--- config.mk ---
export PLATFORM = sky130hd
export DESIGN_NAME = flash_wprot
export DESIGN_NICKNAME = d
export VERILOG_FILES = /design/src/rtl/wprot_pkg.sv /design/src/rtl/wprot_ctrl.sv /design/src/rtl/wprot_datapath.sv /design/src/rtl/flash_wprot.sv
export SDC_FILE = /design/constraint.sdc
export NUM_CORES = 1
export LEC_CHECK = 0
export BUFFER_PORTS_ARGS = -buffer_cell sky130_fd_sc_hd__buf_2
export CORE_UTILIZATION = 25
export CTS_BUF_LIST = sky130_fd_sc_hd__clkbuf_4 sky130_fd_sc_hd__clkbuf_8 sky130_fd_sc_hd__clkbuf_16
export DETAILED_ROUTE_END_ITERATION = 10
export GPL_ROUTABILITY_DRIVEN = 1
export PLACE_DENSITY_LB_ADDON = 0.05
export SKIP_LAST_GASP = 1
export SLEW_MARGIN = 10
export SYNTH_ARGS = -nofsm -noshare
export SYNTH_HDL_FRONTEND = slang
export SYNTH_HIERARCHICAL = 1
export SYNTH_SLANG_ARGS = --single-unit
--- constraint.sdc ---
create_clock -name clk -period 1.6 [get_ports clk]
set_input_delay 0.32 -clock clk [delete_from_list [all_inputs] [get_ports clk]]
set_output_delay 0.32 -clock clk [all_outputs]
set_load 0.02 [all_outputs]
--- src/rtl/wprot_pkg.sv ---
package wprot_pkg;

  typedef enum logic [0:0] {
    ST_AWAIT_CFG = 1'b0,
    ST_ENFORCE   = 1'b1
  } guard_state_t;

  typedef struct packed {
    logic loadMask;
    logic clearMask;
    logic evalReq;
    logic forceDeny;
  } guard_strobe_t;

endpackage

--- src/rtl/wprot_ctrl.sv ---
module wprot_ctrl
  import wprot_pkg::*;
(
  input  logic          clk,
  input  logic          rstN,
  input  logic          cfgValid,
  input  logic          swWrEn,
  input  logic          reqValid,
  output guard_strobe_t strb,
  output logic          loadDone
);

  guard_state_t state;
  guard_state_t stateNext;

  always_comb begin
    stateNext = state;
    if (state == ST_AWAIT_CFG && cfgValid) stateNext = ST_ENFORCE;
  end

  always_ff @(posedge clk) begin
    if (!rstN) state <= ST_AWAIT_CFG;
    else       state <= stateNext;
  end

  always_comb begin
    strb.loadMask  = (state == ST_AWAIT_CFG) && cfgValid;
    strb.clearMask = (state == ST_ENFORCE) && swWrEn;
    strb.evalReq   = reqValid;
    strb.forceDeny = (state == ST_AWAIT_CFG);
  end

  assign loadDone = (state == ST_ENFORCE);

endmodule

--- src/rtl/wprot_datapath.sv ---
module wprot_datapath
  import wprot_pkg::*;
#(
  parameter int ADDR_W         = 20,
  parameter int PAGE_LOG2      = 10,
  parameter int BLK_PAGES_LOG2 = 3,
  parameter int NUM_BLK        = 32
) (
  input  logic               clk,
  input  logic               rstN,
  input  guard_strobe_t      strb,
  input  logic [NUM_BLK-1:0] cfgWord,
  input  logic [NUM_BLK-1:0] swWrData,
  input  logic [ADDR_W-1:0]  reqAddr,
  output logic [NUM_BLK-1:0] lockMask,
  output logic               reqGrant,
  output logic               reqDeny,
  output logic [ADDR_W-1:0]  fwdAddr
);

  localparam int BLK_IDX_W = $clog2(NUM_BLK);
  localparam int BLK_LSB   = PAGE_LOG2 + BLK_PAGES_LOG2;
  localparam int USER_LOG2 = BLK_LSB + BLK_IDX_W;

  logic [NUM_BLK-1:0]   maskReg;
  logic [BLK_IDX_W-1:0] blkIdx;
  logic                 inUser;
  logic                 blkOpen;
  logic                 passReq;

  // Lock register: filled once from the configuration word, then only cleared.
  always_ff @(posedge clk) begin
    if (!rstN)               maskReg <= '0;
    else if (strb.loadMask)  maskReg <= cfgWord;
    else if (strb.clearMask) maskReg <= maskReg & swWrData;
  end

  assign blkIdx = reqAddr[BLK_LSB +: BLK_IDX_W];

  generate
    if (ADDR_W > USER_LOG2) begin : g_rangeChk
      assign inUser = ~|reqAddr[ADDR_W-1:USER_LOG2];
    end else begin : g_noRangeChk
      assign inUser = 1'b1;
    end
  endgenerate

  assign blkOpen = maskReg[blkIdx];
  assign passReq = strb.evalReq && !strb.forceDeny && inUser && blkOpen;

  always_ff @(posedge clk) begin
    if (!rstN) begin
      reqGrant <= 1'b0;
      reqDeny  <= 1'b0;
      fwdAddr  <= '0;
    end else begin
      reqGrant <= passReq;
      reqDeny  <= strb.evalReq && !passReq;
      if (strb.evalReq) fwdAddr <= reqAddr;
    end
  end

  assign lockMask = maskReg;

endmodule

--- src/rtl/flash_wprot.sv ---
module flash_wprot
  import wprot_pkg::*;
#(
  parameter int ADDR_W         = 20,
  parameter int PAGE_LOG2      = 10,
  parameter int BLK_PAGES_LOG2 = 3,
  parameter int NUM_BLK        = 32
) (
  input  logic               clk,
  input  logic               rstN,
  input  logic               cfgValid,
  input  logic [NUM_BLK-1:0] cfgWord,
  input  logic               swWrEn,
  input  logic [NUM_BLK-1:0] swWrData,
  input  logic               reqValid,
  input  logic [ADDR_W-1:0]  reqAddr,
  output logic [NUM_BLK-1:0] lockMask,
  output logic               loadDone,
  output logic               reqGrant,
  output logic               reqDeny,
  output logic [ADDR_W-1:0]  fwdAddr
);

  guard_strobe_t strb;

  wprot_ctrl u_ctrl (
    .clk      (clk),
    .rstN     (rstN),
    .cfgValid (cfgValid),
    .swWrEn   (swWrEn),
    .reqValid (reqValid),
    .strb     (strb),
    .loadDone (loadDone)
  );

  wprot_datapath #(
    .ADDR_W         (ADDR_W),
    .PAGE_LOG2      (PAGE_LOG2),
    .BLK_PAGES_LOG2 (BLK_PAGES_LOG2),
    .NUM_BLK        (NUM_BLK)
  ) u_dp (
    .clk      (clk),
    .rstN     (rstN),
    .strb     (strb),
    .cfgWord  (cfgWord),
    .swWrData (swWrData),
    .reqAddr  (reqAddr),
    .lockMask (lockMask),
    .reqGrant (reqGrant),
    .reqDeny  (reqDeny),
    .fwdAddr  (fwdAddr)
  );

endmodule

* Word-level counts from Yosys, hierarchy flattened *
Cells that the tools add are included.

storage, ports and cells
  bits in registers = 55
  output and inout bits = 55
  logic and storage cells = 22
  bits of input ports = 89

cells by class
  order comparisons = 1
  reduce and logical (&&, ||, !) cells = 10
  mux-type cells = 4
  bitwise logic cells = 2

operators with widths
  operator              number
  $mux W32              2
  $and A32 B32 Y32      1
  $logic_and A1 B1 Y1   6
  $lt A5 B6 Y1 const B  1
  $bmux W1 S5           1
  $logic_not A1 Y1      2
  $reduce_bool A2 Y1    1
  $reduce_or A2 Y1      1
  $mux W1               1
  $not A1 Y1            1

* Logic depth before layout (Yosys ltp) *
Gate-level depths: netlist of run 1.

  word-level depth = 6
  gate-level depth with buffers = 6

* By module *
The synthesis of run 1 kept the hierarchy.

modules (own cells, without submodules)
  module          times used  cells each  area an instance (um^2)  sequential area each (um^2)
  wprot_datapath  1           269         2,467.4                  1,081.0
  wprot_ctrl      1           6           52.6                     20.0

* Worst setup path after synthesis of run 1 *
Ideal clock, no wire load.

  path type = input to register
  from = input reqAddr[13]
  to = register u_dp.reqGrant
  data required time = 1.484 ns
  cell stages on the path = 5
  buffers on the path = 1
  arrival = 1.467 ns
  library setup time = 0.116 ns
  setup slack = 0.017 ns
  cells stage by stage = buf_2 > mux4_1 > mux2i_1 > a22oi_1 > and4_1

on the way
  longest elaborated chain between the ends = 3

RTL lines
  element                        RTL line              text
  start, declared                flash_wprot.sv:16     input logic [ADDR_W-1:0] reqAddr,
  $bmux W1 S5                    wprot_datapath.sv:48  assign blkOpen = maskReg[blkIdx];
  $mux W1 (not written as such)  wprot_datapath.sv:48
  $logic_and A1 B1 Y1            wprot_datapath.sv:49  assign passReq = strb.evalReq && !strb.forceDeny && inUser && blkOpen;
  end signal, assigned           wprot_datapath.sv:57  reqGrant <= passReq;
  end, declared                  wprot_datapath.sv:16  output logic reqGrant,

Every way passes these cells. The select of a mux whose other input is x is not followed.
A chain may end at the register's enable or synchronous reset.

* Worst setup path in the final report of run 1 *
  from = register u_ctrl.state, in the netlist u_ctrl/loadDone
  to = register u_dp.reqGrant

on the way
  longest elaborated chain between the ends = 3

RTL lines
  element                           RTL line              text
  start, declared                   wprot_ctrl.sv:13      guard_state_t state;
  start signal, assigned            wprot_ctrl.sv:23      else state <= stateNext;
  $logic_and A1 B1 Y1 (3 in a row)  wprot_datapath.sv:49

Every way passes these cells.

==> metrics.cfg, run 1 <==
[clocking]
root_buffer = clkbuf_8
cts_resized = 0
htreeDepth = 2
cts-buffers-inserted = 5
cts_tree = done
clock-sinks = 55
hold_buffers = 0
post_cts_buffers = 0
clockBufferDepth = 2
cts.reportedPaths.clkPinSlew_ns = 0.09
worstSkewPairLatency_ns = 0.30

[floorplan]
io_pins = 144
design.die.area_um2 = 10500
rows = 36
core_um2 = 9770
start_util = 0.258
die_width_um = 102
die_y_um = 102

[sta]
clock_skew_ns = 0.00610
finalCritPeriodShare = 0.928
grt_setup_unrepaired = no
setup_viol = 0
finalHoldViolations = 0
tightest_slew_ns = 0.361
slew_headroom = 0.759
fin_setup_tns_ns = 0
fmax_ghz = 0.673
slew_viol_final = 0
period_minus_slack_ns = 1.48

[grt]
grt_pass1_vias = 2096
grt_overflow_total = 0
grt_usage = 0.137
grt_max_degree = 65
grt_pass1_wl_um = 10900
antenna_found_initial = 0

[power]
p_int_mw = 2.23
power_density_nw_per_um2 = 861
switching_power_uw = 803
p_leak_nw = 1.72
peakVddDrop_uv = 285
switching_share = 0.265
power_frac_clock = 0.312
pwr-share-seq = 0.495
share_comb_of_total_power = 0.192

[cells_and_area]
fill_cells = 1071
seq_area_um2 = 1100
instances_no_fill = 545
area_delta_synth_final_pct = 39.8
multi_input_area_um2 = 1310
diodes = 0
nets = 500
drive_gt1_frac = 0.398

[logic_synthesis]
ys.warnings.count = 6
ys_seq_elements = 55
synth_nets = 364
postSynthAreaPerCell_um2 = 9.16
synthCells = 275
ys_seq_area_frac = 0.437
yosysUniqueCellTypes = 23
syn-cell-area_um2 = 2520

[drt]
firstDrtPassIters = 4
ant_nets = 0
wl_um = 7190
detailedRoute.firstIterationViolations = 40
wl_per_cell_um = 13.2
vias = 2341
drc = 0
viasPerCell = 4.30

[setup_path]
regToRegEndpoint = u_dp/reqGrant$_SDFF_PN0_
path_max_fanout = 2
cp.arrival_ns = 1.73
cp.required_ns = 1.85
worstSetupPathType = flop to flop
rr_worst_depth = 4
critPathLaunchType = flop
end_kind = flop
rrSetupSlack_ns = 0.12
rr_startpoint = u_ctrl/loadDone$_SDFFE_PN0P_

[placement]
place.gp.congestion = 0.694
dp_cells = 537
portBuffers = 143
dp_hpwl_um = 5570

[worst_hold_path]
holdPathStages = 2
min_path_type = primary input to flop
hp-start = cfgValid
hold_end = u_ctrl/loadDone$_SDFFE_PN0P_

[run]
max_cap_violations = 0

[outcome]
status = finished, final reports clean

how the worst max path moves through the flow:
stage          slack [ns]  cells past startpoint                           from                       end
3_3_place_gp        -0.02                      5                    reqAddr[13]  u_dp/reqGrant$_SDFF_PN0_
3_5_place_dp        -0.06                      5                    reqAddr[13]  u_dp/reqGrant$_SDFF_PN0_
4_1_cts              0.13                      4  u_dp/lockMask[1]$_SDFFE_PN0P_  u_dp/reqGrant$_SDFF_PN0_
6_report             0.12                      4   u_ctrl/loadDone$_SDFFE_PN0P_  u_dp/reqGrant$_SDFF_PN0_
2_1_floorplan        0.02                      5                    reqAddr[13]  u_dp/reqGrant$_SDFF_PN0_
5_1_grt              0.02                      4   u_ctrl/loadDone$_SDFFE_PN0P_  u_dp/reqGrant$_SDFF_PN0_
sequential cells by signal, summed over array words and instances (netlist names):
| name | cells |
|---|---|
| u_dp/reqGrant | 1 |
| u_dp/fwdAddr | 20 |
| u_dp/reqDeny | 1 |
| u_dp/lockMask | 32 |
| u_ctrl/loadDone | 1 |
critical path: stages, from the launching register on:
cell,delay (ns)
dfxtp_1,0.34
inv_1,0.04
or4b_2,0.64
a31oi_1,0.20
and4_1,0.22
power by group through the flow:
stage / combinational, mW / sequential [mW] / clock [mW]
2_1_floorplan: 0.243 / 1.61 / 0
3_3_place_gp: 0.591 / 1.54 / 0
3_5_place_dp: 0.595 / 1.54 / 0
4_1_cts: 0.597 / 1.51 / 0.991
5_1_grt: 0.649 / 1.51 / 1.05
6_report: 0.584 / 1.50 / 0.947
kinds of logic after synthesis:
| group | synth area share |
|---|---|
| compound gates | 0.138 |
| mux | 0.179 |
| buf+inv | 0.0482 |
| flops | 0.437 |
| simple gates | 0.198 |
placed cells by master (no fill, tap or decap):
master,Yosys,routed
nor2b_1,22,21
and2_2,1,1
buf_12,1,4
o21ai_0,64,64
inv_1,2,2
o21a_1,1,1
and4_1,1,1
dfxtp_1,55,55
buf_4,1,4
nand2_1,33,33
a31oi_1,2,2
and2_1,32,32
a22oi_1,1,1
clkinv_2,0,1
mux2i_1,30,30
or4b_2,1,1
nor2_1,1,1
mux4_1,4,4
bufinv_16,0,1
nand3b_1,1,1
clkbuf_8,0,6
mux4_2,2,2
buf_2,3,143
nor2b_4,0,1
cells in the mapped netlist:
| master | count | area share |
|---|---|---|
| mux4_2 | 2 | 0.018 |
| nor2b_1 | 22 | 0.055 |
| nor2_1 | 1 | 0.0015 |
| and2_2 | 1 | 0.0030 |
| buf_6 | 1 | 0.0045 |
| a22oi_1 | 1 | 0.0030 |
| nand2_1 | 33 | 0.049 |
| and2_1 | 32 | 0.079 |
| a31oi_1 | 2 | 0.0050 |
| nand3b_1 | 1 | 0.0030 |
| buf_1 | 2 | 0.0030 |
| buf_2 | 3 | 0.0060 |
| inv_1 | 2 | 0.0030 |
| clkbuf_1 | 14 | 0.021 |
| o21ai_0 | 64 | 0.13 |
| buf_12 | 1 | 0.0079 |
| and4_1 | 1 | 0.0035 |
| buf_4 | 1 | 0.0030 |
| mux2i_1 | 30 | 0.12 |
| or4b_2 | 1 | 0.0040 |
| o21a_1 | 1 | 0.0030 |
| dfxtp_1 | 55 | 0.44 |
| mux4_1 | 4 | 0.042 |
routing by layer:
metal  GRT usage  routed length (um)
met1       0.164                3020
met5           0                   0
met2       0.240                3590
met4      0.0330                  35
met3      0.0397                 538
layout make-up:
cell class | count | share of cell area
multi-input combinational | 196 | 0.370
clock inverter | 2 | 0.00994
clock buffer | 6 | 0.0234
tap | 133 | 0.0472
inverter | 2 | 0.00213
sequential | 55 | 0.313
timing repair buffer | 151 | 0.234
metrics by stage:
stage	power [mW]	utilization	instance area, um2	worst slack, ns	hold slack (ns)
finish	3.03	0.360	3520	0.115	0.230
global route	3.21	0.360	3520	0.0171	0.222
CTS	3.09	0.360	3520	0.126	0.223
detailed placement	2.13	0.348	3410	-0.0612	0.496
global placement	2.13	0.348	3410	-0.0194	0.491
floorplan	1.86	-	2520	0.0166	0.430
(Power assumes the default switching activity.)
==> run 2: changes to the inputs <==
--- a/config.mk
+++ b/config.mk
@@ -8,6 +8,7 @@
 export BUFFER_PORTS_ARGS = -buffer_cell sky130_fd_sc_hd__buf_2
 export CORE_UTILIZATION = 25
 export CTS_BUF_LIST = sky130_fd_sc_hd__clkbuf_4 sky130_fd_sc_hd__clkbuf_8 sky130_fd_sc_hd__clkbuf_16
+export CTS_CLUSTER_DIAMETER = 150
 export DETAILED_ROUTE_END_ITERATION = 10
 export GPL_ROUTABILITY_DRIVEN = 1
 export PLACE_DENSITY_LB_ADDON = 0.05
==> constraint.sdc (replaced) <==
create_clock -name clk -period 1.6 [get_ports clk]
set_input_delay 0.16 -clock clk [delete_from_list [all_inputs] [get_ports clk]]
set_output_delay 0.16 -clock clk [all_outputs]
set_load 0.02 [all_outputs]
==> run 2 against run 1 <==
Against the previous run:
- sequential cell count stayed put
- clock-buffer cell count grew 1
- highest routed layer unchanged
- critical path depth unchanged
- critical endpoint unchanged
- clock skew grew 0.00069 ns
- wire length shrank 2.3%
==> metrics.cfg, run 2 (synthesized netlist as in run 1, its figures left out) <==
[setup_path]
path_max_fanout = 2  ; unchanged
end_kind = flop
crit_chain = inv_1 -> or4b_2 -> a31oi_1 -> and4_1
cp.required_ns = 1.85  ; about the same
rrSetupSlack_ns = 0.10  ; about the same
rr_worst_depth = 4  ; unchanged
critPathTopFamily = simple AND/OR/NAND/NOR gates
crit_path_top_delay_cell = or4b_2
rr_startpoint = u_ctrl/loadDone$_SDFFE_PN0P_
critPathBufInv = 1  ; unchanged
cpPeakStageDelay_ns = 0.64  ; about the same
critPathLaunchType = flop
worstSetupPathType = flop to flop
regToRegEndpoint = u_dp/reqGrant$_SDFF_PN0_
cp.arrival_ns = 1.75  ; +0.02 ns

[grt]
busiest_layer = met2
grt_use_met1 = 0.172  ; +0.00825
grt_pass1_vias = 2165  ; +3.3%
grt_util_met2 = 0.225  ; -0.0155
grt_usage = 0.136  ; -0.000764
antenna_found_initial = 0  ; unchanged
grt_max_degree = 65  ; unchanged
grt_pass1_wl_um = 10800  ; -0.26%
grt_overflow_total = 0  ; unchanged
grt_use_met3 = 0.0390  ; -0.000684

[placement]
place.gp.congestion = 0.677  ; -2.5%
place_area_um2 = 3400  ; -0.15%
dp_hpwl_um = 5420  ; -2.7%
portBuffers = 143  ; unchanged
place_ws_ns = 0.0287  ; +0.0899 ns

[power]
power.total_mw = 2.92  ; -3.6%
power_frac_clock = 0.288  ; -0.024
p_int_mw = 2.12  ; -5.1%
share_comb_of_total_power = 0.200  ; +0.008
power_density_nw_per_um2 = 834  ; -3.1%
pwr-share-seq = 0.512  ; +0.017
switching_share = 0.276  ; +0.0114
p_leak_nw = 1.71  ; -0.61%
switching_power_uw = 807  ; +0.55%
peakVddDrop_uv = 342  ; +20%

[worst_hold_path]
holdPathStages = 2  ; unchanged
hold_end = u_ctrl/loadDone$_SDFFE_PN0P_
min_path_type = primary input to flop
hp-start = cfgValid

[floorplan]
start_util = 0.258  ; unchanged
die_y_um = 102  ; unchanged
io_pins = 144  ; unchanged
core_um2 = 9770  ; unchanged
rows = 36  ; unchanged
design.die.area_um2 = 10500  ; unchanged
die_width_um = 102  ; unchanged

[drt]
viasPerCell = 4.23  ; -1.5%
wl_um = 7030  ; -2.3%
firstDrtPassIters = 4  ; unchanged
ant_nets = 0  ; unchanged
drc = 0  ; unchanged
detailedRoute.firstIterationViolations = 67  ; +68%
wl_per_cell_um = 12.9  ; -2.4%
vias = 2310  ; -1.3%

[cells_and_area]
nets = 501  ; +0.20%
fin_area_um2 = 3500  ; -0.53%
fill_cells = 1059  ; -1.1%
seq_area_um2 = 1100  ; unchanged
layout_common_cells = 143 x buf_2, 64 x o21ai_0, 55 x dfxtp_1
layout_commonest_cell = buf_2
diodes = 0  ; unchanged
area_delta_synth_final_pct = 39.1
multi_input_area_um2 = 1310  ; unchanged
largest_reg_flops = 32  ; unchanged
drive_gt1_frac = 0.400  ; +0.00146

[clocking]
cts-buffers-inserted = 5  ; unchanged
worstSkewPairLatency_ns = 0.31  ; about the same
cts_tree = done
post_cts_buffers = 0  ; unchanged
clock-sinks = 55  ; unchanged
htreeDepth = 2  ; unchanged
hold_buffers = 0  ; unchanged
cts_resized = 0  ; unchanged
cts.reportedPaths.clkPinSlew_ns = 0.09  ; about the same
root_buffer = clkbuf_8
clockBufferDepth = 2  ; unchanged

[sta]
slew_headroom = 0.761  ; +0.00174
clock_skew_ns = 0.00679  ; +0.000691 ns
fin_setup_tns_ns = 0  ; unchanged
worst_slack_ns = 0.101  ; -0.0138 ns
fmax_ghz = 0.667  ; -0.92%
slew_viol_final = 0  ; unchanged
period_minus_slack_ns = 1.50  ; +0.0138 ns
setup_viol = 0  ; unchanged
grt_setup_unrepaired = no
finalHoldViolations = 0  ; unchanged
finalCritPeriodShare = 0.937  ; +0.00862
tightest_slew_ns = 0.359  ; -0.00261 ns

[outcome]
status = finished, final reports clean

[run]
max_cap_violations = 0  ; unchanged

-- run 2: power groups by stage --
stage          registers (mW)  clock network (mW)  logic (mW)
2_1_floorplan            1.61                   0       0.243
3_3_place_gp             1.53                   0       0.595
3_5_place_dp             1.53                   0       0.598
4_1_cts                  1.50               0.899       0.598
5_1_grt                  1.51               0.945       0.653
6_report                 1.50               0.842       0.585
-- run 2: stage by stage --
step,hold WS (ns),util,cells
after global routing,0.0694,0.359,546
after floorplan,0.270,-,275
after global placement,0.392,0.348,538
after detailed placement,0.387,0.348,538
final,0.0742,0.359,546
after CTS,0.0613,0.359,546
-- run 2: worst max path at each step --
stage / start / slack, ns / to / depth (start not counted)
after detailed placement: reqAddr[13] / 0.03 / u_dp/reqGrant$_SDFF_PN0_ / 5
after CTS: u_ctrl/loadDone$_SDFFE_PN0P_ / 0.12 / u_dp/reqGrant$_SDFF_PN0_ / 4
after global placement: reqAddr[13] / 0.09 / u_dp/reqGrant$_SDFF_PN0_ / 5
after floorplan: u_ctrl/loadDone$_SDFFE_PN0P_ / 0.08 / u_dp/reqGrant$_SDFF_PN0_ / 4
after global routing: u_ctrl/loadDone$_SDFFE_PN0P_ / 0.04 / u_dp/reqGrant$_SDFF_PN0_ / 4
final: u_ctrl/loadDone$_SDFFE_PN0P_ / 0.10 / u_dp/reqGrant$_SDFF_PN0_ / 4
-- run 2: worst register-to-register path, cell delays in order (launching register included) --
cell     delay (ns)
dfxtp_1        0.34
inv_1          0.04
or4b_2         0.64
a31oi_1        0.21
and4_1         0.22
-- run 2: layout make-up --
class | instances | area share
multi-input combinational | 196 | 0.372
tap | 133 | 0.0475
clock inverter | 1 | 0.00214
clock buffer | 7 | 0.0275
sequential | 55 | 0.314
inverter | 2 | 0.00214
timing repair buffer | 152 | 0.234
-- run 2: metal layers --
metal | wire length, um | vias up
met2 | 3320 | 87
met3 | 445 | 6
met1 | 3170 | 1007
li1 | - | 1210
met5 | 0 | -
met4 | 83 | 0
==> run 3: changes to the inputs <==
--- a/config.mk
+++ b/config.mk
@@ -11,7 +11,7 @@
 export CTS_CLUSTER_DIAMETER = 150
 export DETAILED_ROUTE_END_ITERATION = 10
 export GPL_ROUTABILITY_DRIVEN = 1
-export PLACE_DENSITY_LB_ADDON = 0.05
+export PLACE_DENSITY_LB_ADDON = 0.08
 export SKIP_LAST_GASP = 1
 export SLEW_MARGIN = 10
 export SYNTH_ARGS = -nofsm -noshare
==> run 3 against run 2 <==
Against the previous run:
- clock power up 1%
- worst setup slack better by 0.037 ns
- cell count up 0.73%
- combinational power up 1%
- via count down 0.52%
- critical path depth unchanged
- design area up 0.50%
- non-clock buffer count up 4
- sequential cell count unchanged
- clock skew up 0.0018 ns
- die area unchanged
- critical path type unchanged
- worst hold slack worse by 0.011 ns
- critical endpoint unchanged
==> metrics.cfg, run 3 (synthesized netlist as in run 1, its figures left out) <==
[placement]
dp_hpwl_um = 5460  ; +0.79%
place_ws_ns = 0.0781  ; +0.0494 ns
portBuffers = 143  ; unchanged
dp_cells = 542  ; +0.74%
place.gp.congestion = 0.717  ; +5.9%
place_area_um2 = 3420  ; +0.52%

[clocking]
cts_resized = 0  ; unchanged
cts-buffers-inserted = 5  ; unchanged
cts_tree = done
clock-sinks = 55  ; unchanged
post_cts_buffers = 0  ; unchanged
clockBufferDepth = 2  ; unchanged
root_buffer = clkbuf_8
worstSkewPairLatency_ns = 0.31  ; about the same
htreeDepth = 2  ; unchanged
cts.reportedPaths.clkPinSlew_ns = 0.10  ; about the same
hold_buffers = 0  ; unchanged

[cells_and_area]
layout_common_cells = 143 x buf_2, 64 x o21ai_0, 55 x dfxtp_1
nets = 505  ; +0.80%
fin_area_um2 = 3520  ; +0.50%
layout_commonest_cell = buf_2
area_delta_synth_final_pct = 39.8
largest_reg_flops = 32  ; unchanged
drive_gt1_frac = 0.405  ; +0.00576
final_util = 0.360  ; +0.00179
instances_no_fill = 550  ; +0.73%
diodes = 0  ; unchanged

[sta]
slew_viol_final = 0  ; unchanged
hold-worst-slack_ns = 0.0636  ; -0.0105 ns
tightest_slew_ns = 0.367  ; +0.00839 ns
grt_setup_unrepaired = no
finalHoldViolations = 0  ; unchanged
period_minus_slack_ns = 1.46  ; -0.0370 ns
setup_viol = 0  ; unchanged
worst_slack_ns = 0.138  ; +0.0370 ns
finalCritPeriodShare = 0.913  ; -0.0231
fmax_ghz = 0.684  ; +2.5%
slew_headroom = 0.755  ; -0.00559
clock_skew_ns = 0.00863  ; +0.00184 ns
fin_setup_tns_ns = 0  ; unchanged

[floorplan]
start_util = 0.258  ; unchanged
die_width_um = 102  ; unchanged
io_pins = 144  ; unchanged
die_y_um = 102  ; unchanged
core_um2 = 9770  ; unchanged
design.die.area_um2 = 10500  ; unchanged
rows = 36  ; unchanged

[power]
power_density_nw_per_um2 = 835  ; +0.14%
switching_power_uw = 820  ; +1.7%
switching_share = 0.279  ; +0.00279
p_int_mw = 2.12  ; +0.25%
peakVddDrop_uv = 424  ; +24%
p_leak_nw = 1.72  ; +0.74%
power.total_mw = 2.94  ; +0.64%
share_comb_of_total_power = 0.201  ; about the same
pwr-share-seq = 0.510  ; -0.002
power_frac_clock = 0.290  ; +0.002

[setup_path]
path_max_fanout = 2  ; unchanged
critPathTopFamily = simple AND/OR/NAND/NOR gates
crit_path_top_delay_cell = or4b_2
cpPeakStageDelay_ns = 0.61  ; -0.03 ns
critPathLaunchType = flop
worstSetupPathType = flop to flop
critPathBufInv = 1  ; unchanged
end_kind = flop
cp.required_ns = 1.85  ; about the same
crit_chain = inv_1 -> or4b_2 -> a31oi_1 -> and4_1
cp.arrival_ns = 1.71  ; -0.04 ns

[grt]
antenna_found_initial = 0  ; unchanged
grt_usage = 0.134  ; -0.00157
grt_overflow_total = 0  ; unchanged
grt_pass1_wl_um = 10700  ; -1.3%
grt_pass1_vias = 2072  ; -4.3%
grt_max_degree = 33  ; -49%

[run]
max_cap_violations = 0  ; unchanged

[worst_hold_path]
min_path_type = primary input to flop

[outcome]
status = finished, final reports clean

[drt]
viasPerCell = 4.18  ; -1.2%
wl_per_cell_um = 13.0  ; +1.3%
vias = 2298  ; -0.52%
wl_um = 7170  ; +2.0%
ant_nets = 0  ; unchanged
drc = 0  ; unchanged
firstDrtPassIters = 4  ; unchanged
detailedRoute.firstIterationViolations = 42  ; -37%

run 3: changes by cell type in the layout (fill, tap and decap cells not counted), sizes merged:
cell  before  now
buf      152  156
run 3: worst register-to-register path, delay by kind of cell, from the launching register on:
family	cells	cell delay, ns
DFF	1	0.34
AOI/OAI and AO/OA	1	0.21
and+or+nand+nor	2	0.82
buffers and inverters	1	0.03
run 3: path summary, 6_finish.rpt:
kind | slack (ns) | start | cells past startpoint | endpoint
setup / recovery | 0.14 | u_ctrl/loadDone$_SDFFE_PN0P_ | 4 | u_dp/reqGrant$_SDFF_PN0_
hold reg to reg | 0.52 | u_dp/fwdAddr[4]$_SDFFE_PN0P_ | 2 | u_dp/fwdAddr[4]$_SDFFE_PN0P_
hold / removal | 0.06 | cfgValid | 2 | u_ctrl/loadDone$_SDFFE_PN0P_
setup reg to reg | 0.14 | u_ctrl/loadDone$_SDFFE_PN0P_ | 4 | u_dp/reqGrant$_SDFF_PN0_
run 3: power groups by stage:
stage / clock network [mW] / registers (mW) / logic, mW
detailed placement: 0 / 1.53 / 0.600
CTS: 0.894 / 1.50 / 0.601
floorplan: 0 / 1.61 / 0.243
global placement: 0 / 1.53 / 0.600
finish: 0.852 / 1.50 / 0.591
global route: 0.947 / 1.51 / 0.654
run 3: layout make-up:
type / count / area, um2
multi-input combinational: 196 / 1310
clock buffer: 7 / 96.3
clock inverter: 1 / 7.51
inverter: 2 / 7.51
sequential: 55 / 1100
fill: 1062 / 6250
tap: 133 / 166
timing repair buffer: 156 / 838
run 3: routing by layer:
metal  up-vias  part of all wire  track usage
met1       986              0.50        0.187
met5         -                 0            0
met2        89              0.44        0.208
met3         2             0.058       0.0356
li1       1221                 -            -
met4         0            0.0043       0.0297
